--- config.mk ---
export PLATFORM = sky130hd
export DESIGN_NAME = npc_unit
export DESIGN_NICKNAME = d
export VERILOG_FILES = /design/src/rtl/npc_pkg.sv /design/src/rtl/npc_decode.sv /design/src/rtl/npc_target.sv /design/src/rtl/npc_unit.sv
export SDC_FILE = /design/constraint.sdc
export NUM_CORES = 1
export LEC_CHECK = 0
export ABC_AREA = 1
export BUFFER_PORTS_ARGS = -buffer_cell sky130_fd_sc_hd__buf_2
export CELL_PAD_IN_SITES_DETAIL_PLACEMENT = 1
export CELL_PAD_IN_SITES_GLOBAL_PLACEMENT = 2
export CORE_ASPECT_RATIO = 1.75
export CORE_MARGIN = 2
export CORE_UTILIZATION = 27
export DETAILED_ROUTE_END_ITERATION = 12
export PLACE_DENSITY_LB_ADDON = 0.1
export SLEW_MARGIN = 10
export SYNTH_ARGS = -nofsm -noshare
export SYNTH_HDL_FRONTEND = slang
export SYNTH_HIERARCHICAL = 1
export SYNTH_SLANG_ARGS = --single-unit
--- constraint.sdc ---
create_clock -name clk -period 3.8 [get_ports clk]
set_input_delay 0 -clock clk [delete_from_list [all_inputs] [get_ports clk]]
set_output_delay 0 -clock clk [all_outputs]
set_load 0.05 [all_outputs]
--- src/rtl/npc_pkg.sv ---
// Shared encodings and types for the next-PC unit.
package npc_pkg;
    localparam int XLEN     = 32;
    localparam int OP_W     = 6;
    localparam int IMM_W    = 16;
    localparam int TGT_W    = 26;
    localparam int REGIDX_W = 5;

    localparam logic [OP_W-1:0] OPC_SPECIAL = 6'd0;
    localparam logic [OP_W-1:0] OPC_JUMP    = 6'd2;
    localparam logic [OP_W-1:0] OPC_CALL    = 6'd3;
    localparam logic [OP_W-1:0] OPC_BREQ    = 6'd4;
    localparam logic [OP_W-1:0] OPC_BRNE    = 6'd5;
    localparam logic [5:0]      FN_REGJUMP  = 6'b001000;
    localparam logic [REGIDX_W-1:0] LINK_REG = 5'd31;

    // Next-PC source selection.
    typedef enum logic [2:0] {
        SEL_SEQ,
        SEL_BRANCH,
        SEL_REGION,
        SEL_REG
    } sel_e;

    // Decoded control for one instruction.
    typedef struct packed {
        sel_e sel;
        logic is_breq;
        logic is_brne;
        logic do_link;
    } ctl_t;
endpackage

--- src/rtl/npc_decode.sv ---
// npc_decode: classifies an instruction word into a next-PC source.
// Assumes opcode in [31:26] and funct in [5:0]. Purely combinational.
module npc_decode
    import npc_pkg::*;
#(
    parameter int W = XLEN
) (
    input  logic [W-1:0] instr,
    output ctl_t         ctl
);
    logic [OP_W-1:0] opc;
    logic [5:0]      fn;

    assign opc = instr[W-1 -: OP_W];
    assign fn  = instr[5:0];

    // Map opcode and funct onto a selection and flags.
    always_comb begin
        ctl = '{sel: SEL_SEQ, is_breq: 1'b0, is_brne: 1'b0, do_link: 1'b0};
        unique case (opc)
            OPC_BREQ: begin
                ctl.sel     = SEL_BRANCH;
                ctl.is_breq = 1'b1;
            end
            OPC_BRNE: begin
                ctl.sel     = SEL_BRANCH;
                ctl.is_brne = 1'b1;
            end
            OPC_JUMP: ctl.sel = SEL_REGION;
            OPC_CALL: begin
                ctl.sel     = SEL_REGION;
                ctl.do_link = 1'b1;
            end
            OPC_SPECIAL: if (fn == FN_REGJUMP) ctl.sel = SEL_REG;
            default: ;
        endcase
    end
endmodule

--- src/rtl/npc_target.sv ---
// npc_target: computes the sequential, branch, region and register
// candidate addresses plus the branch condition. Assumes a word-aligned pc.
module npc_target
    import npc_pkg::*;
#(
    parameter int W = XLEN
) (
    input  logic [W-1:0] pc,
    input  logic [W-1:0] instr,
    input  logic [W-1:0] rs_val,
    input  logic [W-1:0] rt_val,
    input  ctl_t         ctl,
    output logic [W-1:0] seq_addr,
    output logic [W-1:0] br_addr,
    output logic [W-1:0] rgn_addr,
    output logic [W-1:0] reg_addr,
    output logic         br_taken
);
    localparam int HI_W = W - TGT_W - 2;

    logic [W-1:0] off_ext;
    logic         ops_equal;

    assign seq_addr = pc + W'(4);

    // Sign-extend the immediate and scale it to bytes.
    always_comb begin
        off_ext  = {{(W-IMM_W){instr[IMM_W-1]}}, instr[IMM_W-1:0]};
        br_addr  = seq_addr + (off_ext << 2);
        rgn_addr = {seq_addr[W-1 -: HI_W], instr[TGT_W-1:0], 2'b00};
        reg_addr = {rs_val[W-1:2], 2'b00};
    end

    // Evaluate the branch condition.
    always_comb begin
        ops_equal = (rs_val == rt_val);
        br_taken  = (ctl.is_breq & ops_equal) | (ctl.is_brne & ~ops_equal);
    end
endmodule

--- src/rtl/npc_unit.sv ---
// npc_unit: program counter register with next-address selection and
// link output. Synchronous active-low reset clears the pc to 0.
module npc_unit
    import npc_pkg::*;
(
    input  logic                clk,
    input  logic                rst_n,
    input  logic [XLEN-1:0]     instr,
    input  logic [XLEN-1:0]     rs_val,
    input  logic [XLEN-1:0]     rt_val,
    output logic [XLEN-1:0]     pc,
    output logic [XLEN-1:0]     link_data,
    output logic [REGIDX_W-1:0] link_addr,
    output logic                link_we
);
    ctl_t            ctl;
    logic [XLEN-1:0] seq_addr, br_addr, rgn_addr, reg_addr, nxt;
    logic            br_taken;

    npc_decode #(.W(XLEN)) u_dec (.instr(instr), .ctl(ctl));

    npc_target #(.W(XLEN)) u_tgt (
        .pc(pc), .instr(instr), .rs_val(rs_val), .rt_val(rt_val), .ctl(ctl),
        .seq_addr(seq_addr), .br_addr(br_addr), .rgn_addr(rgn_addr),
        .reg_addr(reg_addr), .br_taken(br_taken)
    );

    // Pick the next address from the decoded source.
    always_comb begin
        unique case (ctl.sel)
            SEL_BRANCH: nxt = br_taken ? br_addr : seq_addr;
            SEL_REGION: nxt = rgn_addr;
            SEL_REG:    nxt = reg_addr;
            default:    nxt = seq_addr;
        endcase
    end

    // Program counter register.
    always_ff @(posedge clk) begin
        if (!rst_n) pc <= '0;
        else        pc <= nxt;
    end

    // Link outputs for the call form.
    assign link_data = seq_addr;
    assign link_addr = LINK_REG;
    assign link_we   = rst_n & ctl.do_link;

    // Assertions next to the guarded logic.
    a_r1_reset_zero: assert property (@(posedge clk) !rst_n |=> pc == '0)
        else $error("R1 reset");
    a_r9_aligned: assert property (@(posedge clk) disable iff (!rst_n) pc[1:0] == 2'b00)
        else $error("R9 alignment");
    a_r2_sequential: assert property (@(posedge clk) disable iff (!rst_n)
        (instr[31:26] inside {6'd1, 6'd6, 6'd7, 6'd8, 6'd35, 6'd43}) |=> pc == $past(pc) + 32'd4)
        else $error("R2 sequential");
    a_r7_regjump: assert property (@(posedge clk) disable iff (!rst_n)
        (instr[31:26] == 6'd0 && instr[5:0] == 6'b001000) |=> pc == {$past(rs_val[31:2]), 2'b00})
        else $error("R7 register jump");
    a_r6_link_data: assert property (@(posedge clk) disable iff (!rst_n)
        link_we |-> link_data == pc + 32'd4)
        else $error("R6 link data");
    a_r8_link_only_call: assert property (@(posedge clk) disable iff (!rst_n)
        link_we |-> instr[31:26] == 6'd3)
        else $error("R8 link strobe");
    a_r5_region_top: assert property (@(posedge clk) disable iff (!rst_n)
        (instr[31:26] == 6'd2) |=> pc[31:28] == $past(pc[31:28] + {3'b0, &pc[27:2]}))
        else $error("R5 region bits");
endmodule

Word-level counts from Yosys, hierarchy flattened:

Cells that the tools add are included.

* flip-flop bits (word level): 32
* latch bits: 0
* memory bits (writable): 0
* bits in read-only memories: 0
* output and inout bits: 70
* logic and storage cells: 27
* memories kept: 0

* $add $sub $neg: 2
* multiply operators: 0
* divide/modulo/power cells: 0
* $lt $le $gt $ge: 0
* equality and inequality tests: 9
* shift-type cells: 0
* mux-type cells: 7
* bitwise logic cells: 5
* reduce and logical (&&, ||, !) cells: 3

Operators by type and width (count)
* one-hot mux 32 bit (3 select lines): 1
* adder 32 x 3 -> 32 bit, second input constant: 1
* adder 32 bit: 1
* equality test 32 bit: 1
* two-way mux 32 bit: 1
* equality test 6 x 2 -> 1 bit, second input constant: 2
* equality test 6 x 3 -> 1 bit, second input constant: 2
* one-hot mux 3 bit (3 select lines): 1
* equality test 3 x 2 -> 1 bit, second input constant: 2
* equality test 6 x 4 -> 1 bit, second input constant: 1
* zero test 6 bit: 1
* OR reduction 2 bit: 2
* AND 1 bit: 3
* equality test 3 x 1 -> 1 bit, second input constant: 1
* two-way mux 1 bit: 3
* two-way mux 2 bit: 1
* NOT 1 bit: 1
* bitwise OR 1 bit: 1

Longest topological paths before layout:

* depth in word-level cells: 6
* depth in mapped cells: 25
* mapped depth without buffers: 25

Hierarchy:

The synthesis kept the hierarchy.

By module, submodules not included
* npc_target: instances 1, cells an instance 645, area an instance 3621.0 sq um, sequential area each 0.0 sq um
* npc_unit: instances 1, cells an instance 444, area an instance 2453.6 sq um, sequential area each 640.6 sq um
* npc_decode: instances 1, cells an instance 32, area an instance 153.9 sq um, sequential area each 0.0 sq um

Worst setup path before layout:

No wires, ideal clock.

* kind: register -> register
* start point: register pc[2]
* end point: register pc[30]
* library setup time: 115 ps
* data arrival time: 4171 ps
* setup slack: -486 ps
* stages on the path, launching flop included: 23
* buffers on the path: 0
* period minus slack after synthesis: 4286 ps
* path through: dfxtp_1 -> inv_1 -> nor2_4 -> nand2_4 -> nor2_8 -> inv_4 -> nor2_4 -> nand3_1 -> xnor2_1 -> ha_1 -> a21o_1 -> a21oi_1 -> nand2_1 -> a21oi_1 -> nand2_1 -> nand2_1 -> nand2_1 -> inv_1 -> nand2_1 -> nand3_1 -> nand2_1 -> nor2_1 -> nor2_1

* cells in the longest elaborated chain, start to end: 4

Ends and longest elaborated chain
* from (decl): RTL line npc_unit.sv:11 `output logic [XLEN-1:0] pc,`
* from (signal assigned): RTL line npc_unit.sv:41 `else pc <= nxt;`
* adder 32 x 3 -> 32 bit: RTL line npc_target.sv:24 `assign seq_addr = pc + W'(4);`
* net link_data[2]: RTL line npc_unit.sv:12 `output logic [XLEN-1:0] link_data,`
* adder 32 bit: RTL line npc_target.sv:29 `br_addr = seq_addr + (off_ext << 2);`
* net br_addr[30]: RTL line npc_unit.sv:17 `logic [XLEN-1:0] seq_addr, br_addr, rgn_addr, reg_addr, nxt;`
* two-way mux 32 bit: RTL line npc_unit.sv:31 `SEL_BRANCH: nxt = br_taken ? br_addr : seq_addr;`
* one-hot mux 32 bit (3 select lines): RTL line npc_unit.sv:30 `unique case (ctl.sel)`

The timed path passes the listed nets, and every way through them passes these cells.
A chain may end at the register's enable or synchronous reset.

Worst setup path in the final report:

* start point: register pc[3]
* end point: register pc[25]

* cells in the longest elaborated chain, start to end: 4

Ends and longest elaborated chain (RTL line)
* adder 32 x 3 -> 32 bit: npc_target.sv:24
* adder 32 bit: npc_target.sv:29
* net br_addr[25]: npc_unit.sv:17
* two-way mux 32 bit: npc_unit.sv:31
* one-hot mux 32 bit (3 select lines): npc_unit.sv:30

The timed path passes the listed nets, and every way through them passes these cells.

==> run metrics <==
Cell Area, Synth 0.00623 mm2; part of the power in registers 26.4%; initial drt markers 255; Initial Util 27.5%; crit start category register; EDFF count, synth 0; register area share after synthesis 10.3%; Post-DRT Antenna Nets 0; vias after detailed routing 7164; Syn Area/Cell 5.56 um2; clock network fraction of total power around 32%; Reg area approximately 640 um2; Pint 810 uW; crit-path max FO 5; WL final 29.3 mm; hpwl dp roughly 25 mm; critical path class reg2reg; synth warn 6; WL/cell 19.1 um; post-layout instance area 0.00746 mm2; Sw Share 41.3%; First-pass DRT Iterations 4; Slew HR 40.1%; Via density 4.68; CTS Sinks 32; Die Wd 119 um; gr usage total 24.2%; RD Place Congestion 0.891; WP data required about 4.0 ns; core outline area 0.0227 mm2; initial antenna violation count 0; worst hold path class in2reg; Pwr Total about 1400 uW; Max IR drop VDD 132 uV; Port Buf Inserts around 160; Seq cells post-synth 32; WP data arrival 3.77 ns; Fin Setup TNS 0 ns; DRC Markers 0; fillers between 3k and 4k; NetSw 571 uW; r2r setup slk 0.21 ns; Area Overhead vs Synth 19.8%; IO Pins 168; fin. max-slew vios 0; combinational share of power 41.3%; global-route wire length before repair ~44 mm; TritonCTS clock tree built; Pwr per Cell Area about 190 mW/mm2; Max-Cap Viols 0; GRT overflow 0; final setup vio count 0; minimum clock period 3.59 ns; Antenna diodes 0; FMAX between 200 and 300 MHz; H-tree Lvls 2; Final Hold Fails 0; layout cells sized above 1 22.7%; CTS max path bufs 2; clock slew at reported path FFs 0.06 ns; most frequent cells in the layout nand2_1, inv_1, buf_2; TritonCTS Buffers 5; Yosys cell types 37; Hold WS 0.0450 ns; placed cell areas between 0.007 and 0.008 mm2; clock latency on the worst-skew pair 0.29 ns; largest net degree at the start of global routing 54; Largest register FFs 32; crit end category register; Net count, final ~1.4k; Mapped Cells 1121; Lkg Pwr 0.00430 uW; Async SR Flop Fraction 0%; RSZ-0062 raised after global routing yes; vias in the first global route ~7.6k; status complete, no violations; commonest non-fill, non-tap cell in the layout nand2_1; Die Y-Extent ~200 um; predominant post-synthesis flop cell dfxtp_1; Std-Cell Rows 73; Multi-input gate area 0.00453 mm2; crit share post-route 94.4%; die area roughly 0.024 mm2; skew final 0.00980 ns; Largest regs pc: 32 flops; CTS root buf clkbuf_16; Worst-Margin Slew 0.897 ns; most flop-heavy register pc
[synthesized netlist by cell type (2+ instances only)]
cell type	count	area [um2]
nand4_1	10	62.6
clkbuf_1	8	30.0
nor2_4	5	56.3
nand2_4	2	22.5
a21oi_1	50	250
nor3_1	17	85.1
inv_1	170	638
nand2_1	328	1230
buf_2	15	75.1
nand3_1	130	651
or2_2	2	12.5
buf_4	80	601
xnor2_1	26	228
o21ai_1	22	110
o21ai_0	19	95.1
dfxtp_1	32	641
nor3_2	2	20.0
nor2_1	84	315
ha_1	33	413
nor2_2	5	31.3
xor2_1	45	394
inv_2	6	22.5
conb_1	3	11.3
nand3_2	2	20.0
nand2_2	10	62.6
o21bai_1	4	30.0
[path summary, 6_finish.rpt]
check / startpoint / end / cells past startpoint
max: pc[3]$_SDFF_PN0_ / pc[25]$_SDFF_PN0_ / 22
min reg2reg: pc[1]$_SDFF_PN0_ / pc[1]$_SDFF_PN0_ / 2
max reg2reg: pc[3]$_SDFF_PN0_ / pc[25]$_SDFF_PN0_ / 22
min: instr[11] / pc[13]$_SDFF_PN0_ / 5
[power by group through the flow]
stage | clock network (uW) | registers [uW] | logic, uW
2_1_floorplan | 0 | 406 | 371
3_3_place_gp | 0 | 372 | 565
3_5_place_dp | 0 | 372 | 565
4_1_cts | 457 | 365 | 568
5_1_grt | 468 | 367 | 630
6_report | 446 | 365 | 570
[repair_timing]
item                       4_1_cts  5_1_grt
gates resized for setup          1       24
setup endpoints to repair        2        8
setup buffers                    0        6
pin swaps                        0        5
hold buffers                     0        0
cloned                           0        0
[final cells by class]
type                    count  area share, %
clock buffers               7           2.04
inverters                 177           8.98
multi-input cells         815           60.6
flip-flops and latches     32           8.62
well taps                 300           5.03
repair buffers            200           14.7
[metal layers]
metal	up-vias	track usage (%)	share of wire [%]
li1	3616	-	-
met5	-	0	0
met3	37	1.75	2.8
met1	3364	25.7	38
met2	147	48.3	56
met4	0	9.86	3.7
[stage by stage]
stage	utilization [%]	cells	setup slack [ns]
detailed placement	31.6	1518	-0.0139
floorplan	-	1128	0.0211
CTS	32.2	1525	0.0211
finish	33.0	1531	0.213
global placement	31.6	1518	0.0591
global route	33.0	1531	-0.00148
[cell families (layout without fill, tap and decap cells)]
| group | after synthesis | count (layout) | share of synthesized area [%] |
|---|---|---|---|
| xor+xnor | 71 | 71 | 9.98 |
| compound gates | 99 | 99 | 8.26 |
| buf+inv | 281 | 384 | 22.1 |
| flops | 32 | 32 | 10.3 |
| other cells | 3 | 10 | 0.181 |
| fa+ha+maj | 34 | 34 | 6.95 |
| simple gates | 601 | 601 | 42.2 |
[worst max-delay path, cell delays in order (launching register included)]
cell     delay, ns
dfxtp_1       0.40
ha_2          0.24
nand3_2       0.16
nor3_4        0.20
nand2_1       0.11
nor2_1        0.24
xor2_2        0.26
ha_1          0.32
nand2_1       0.20
nor2_1        0.06
buf_4         0.16
nand2_1       0.11
nor2_1        0.06
nand2_1       0.23
nand3_1       0.12
nand2_1       0.07
nand2_1       0.05
inv_1         0.12
nand2_1       0.07
nand3_1       0.10
nand3_1       0.09
nand2_1       0.07
inv_1         0.04
No activity file was read; power rests on OpenSTA's default activity.
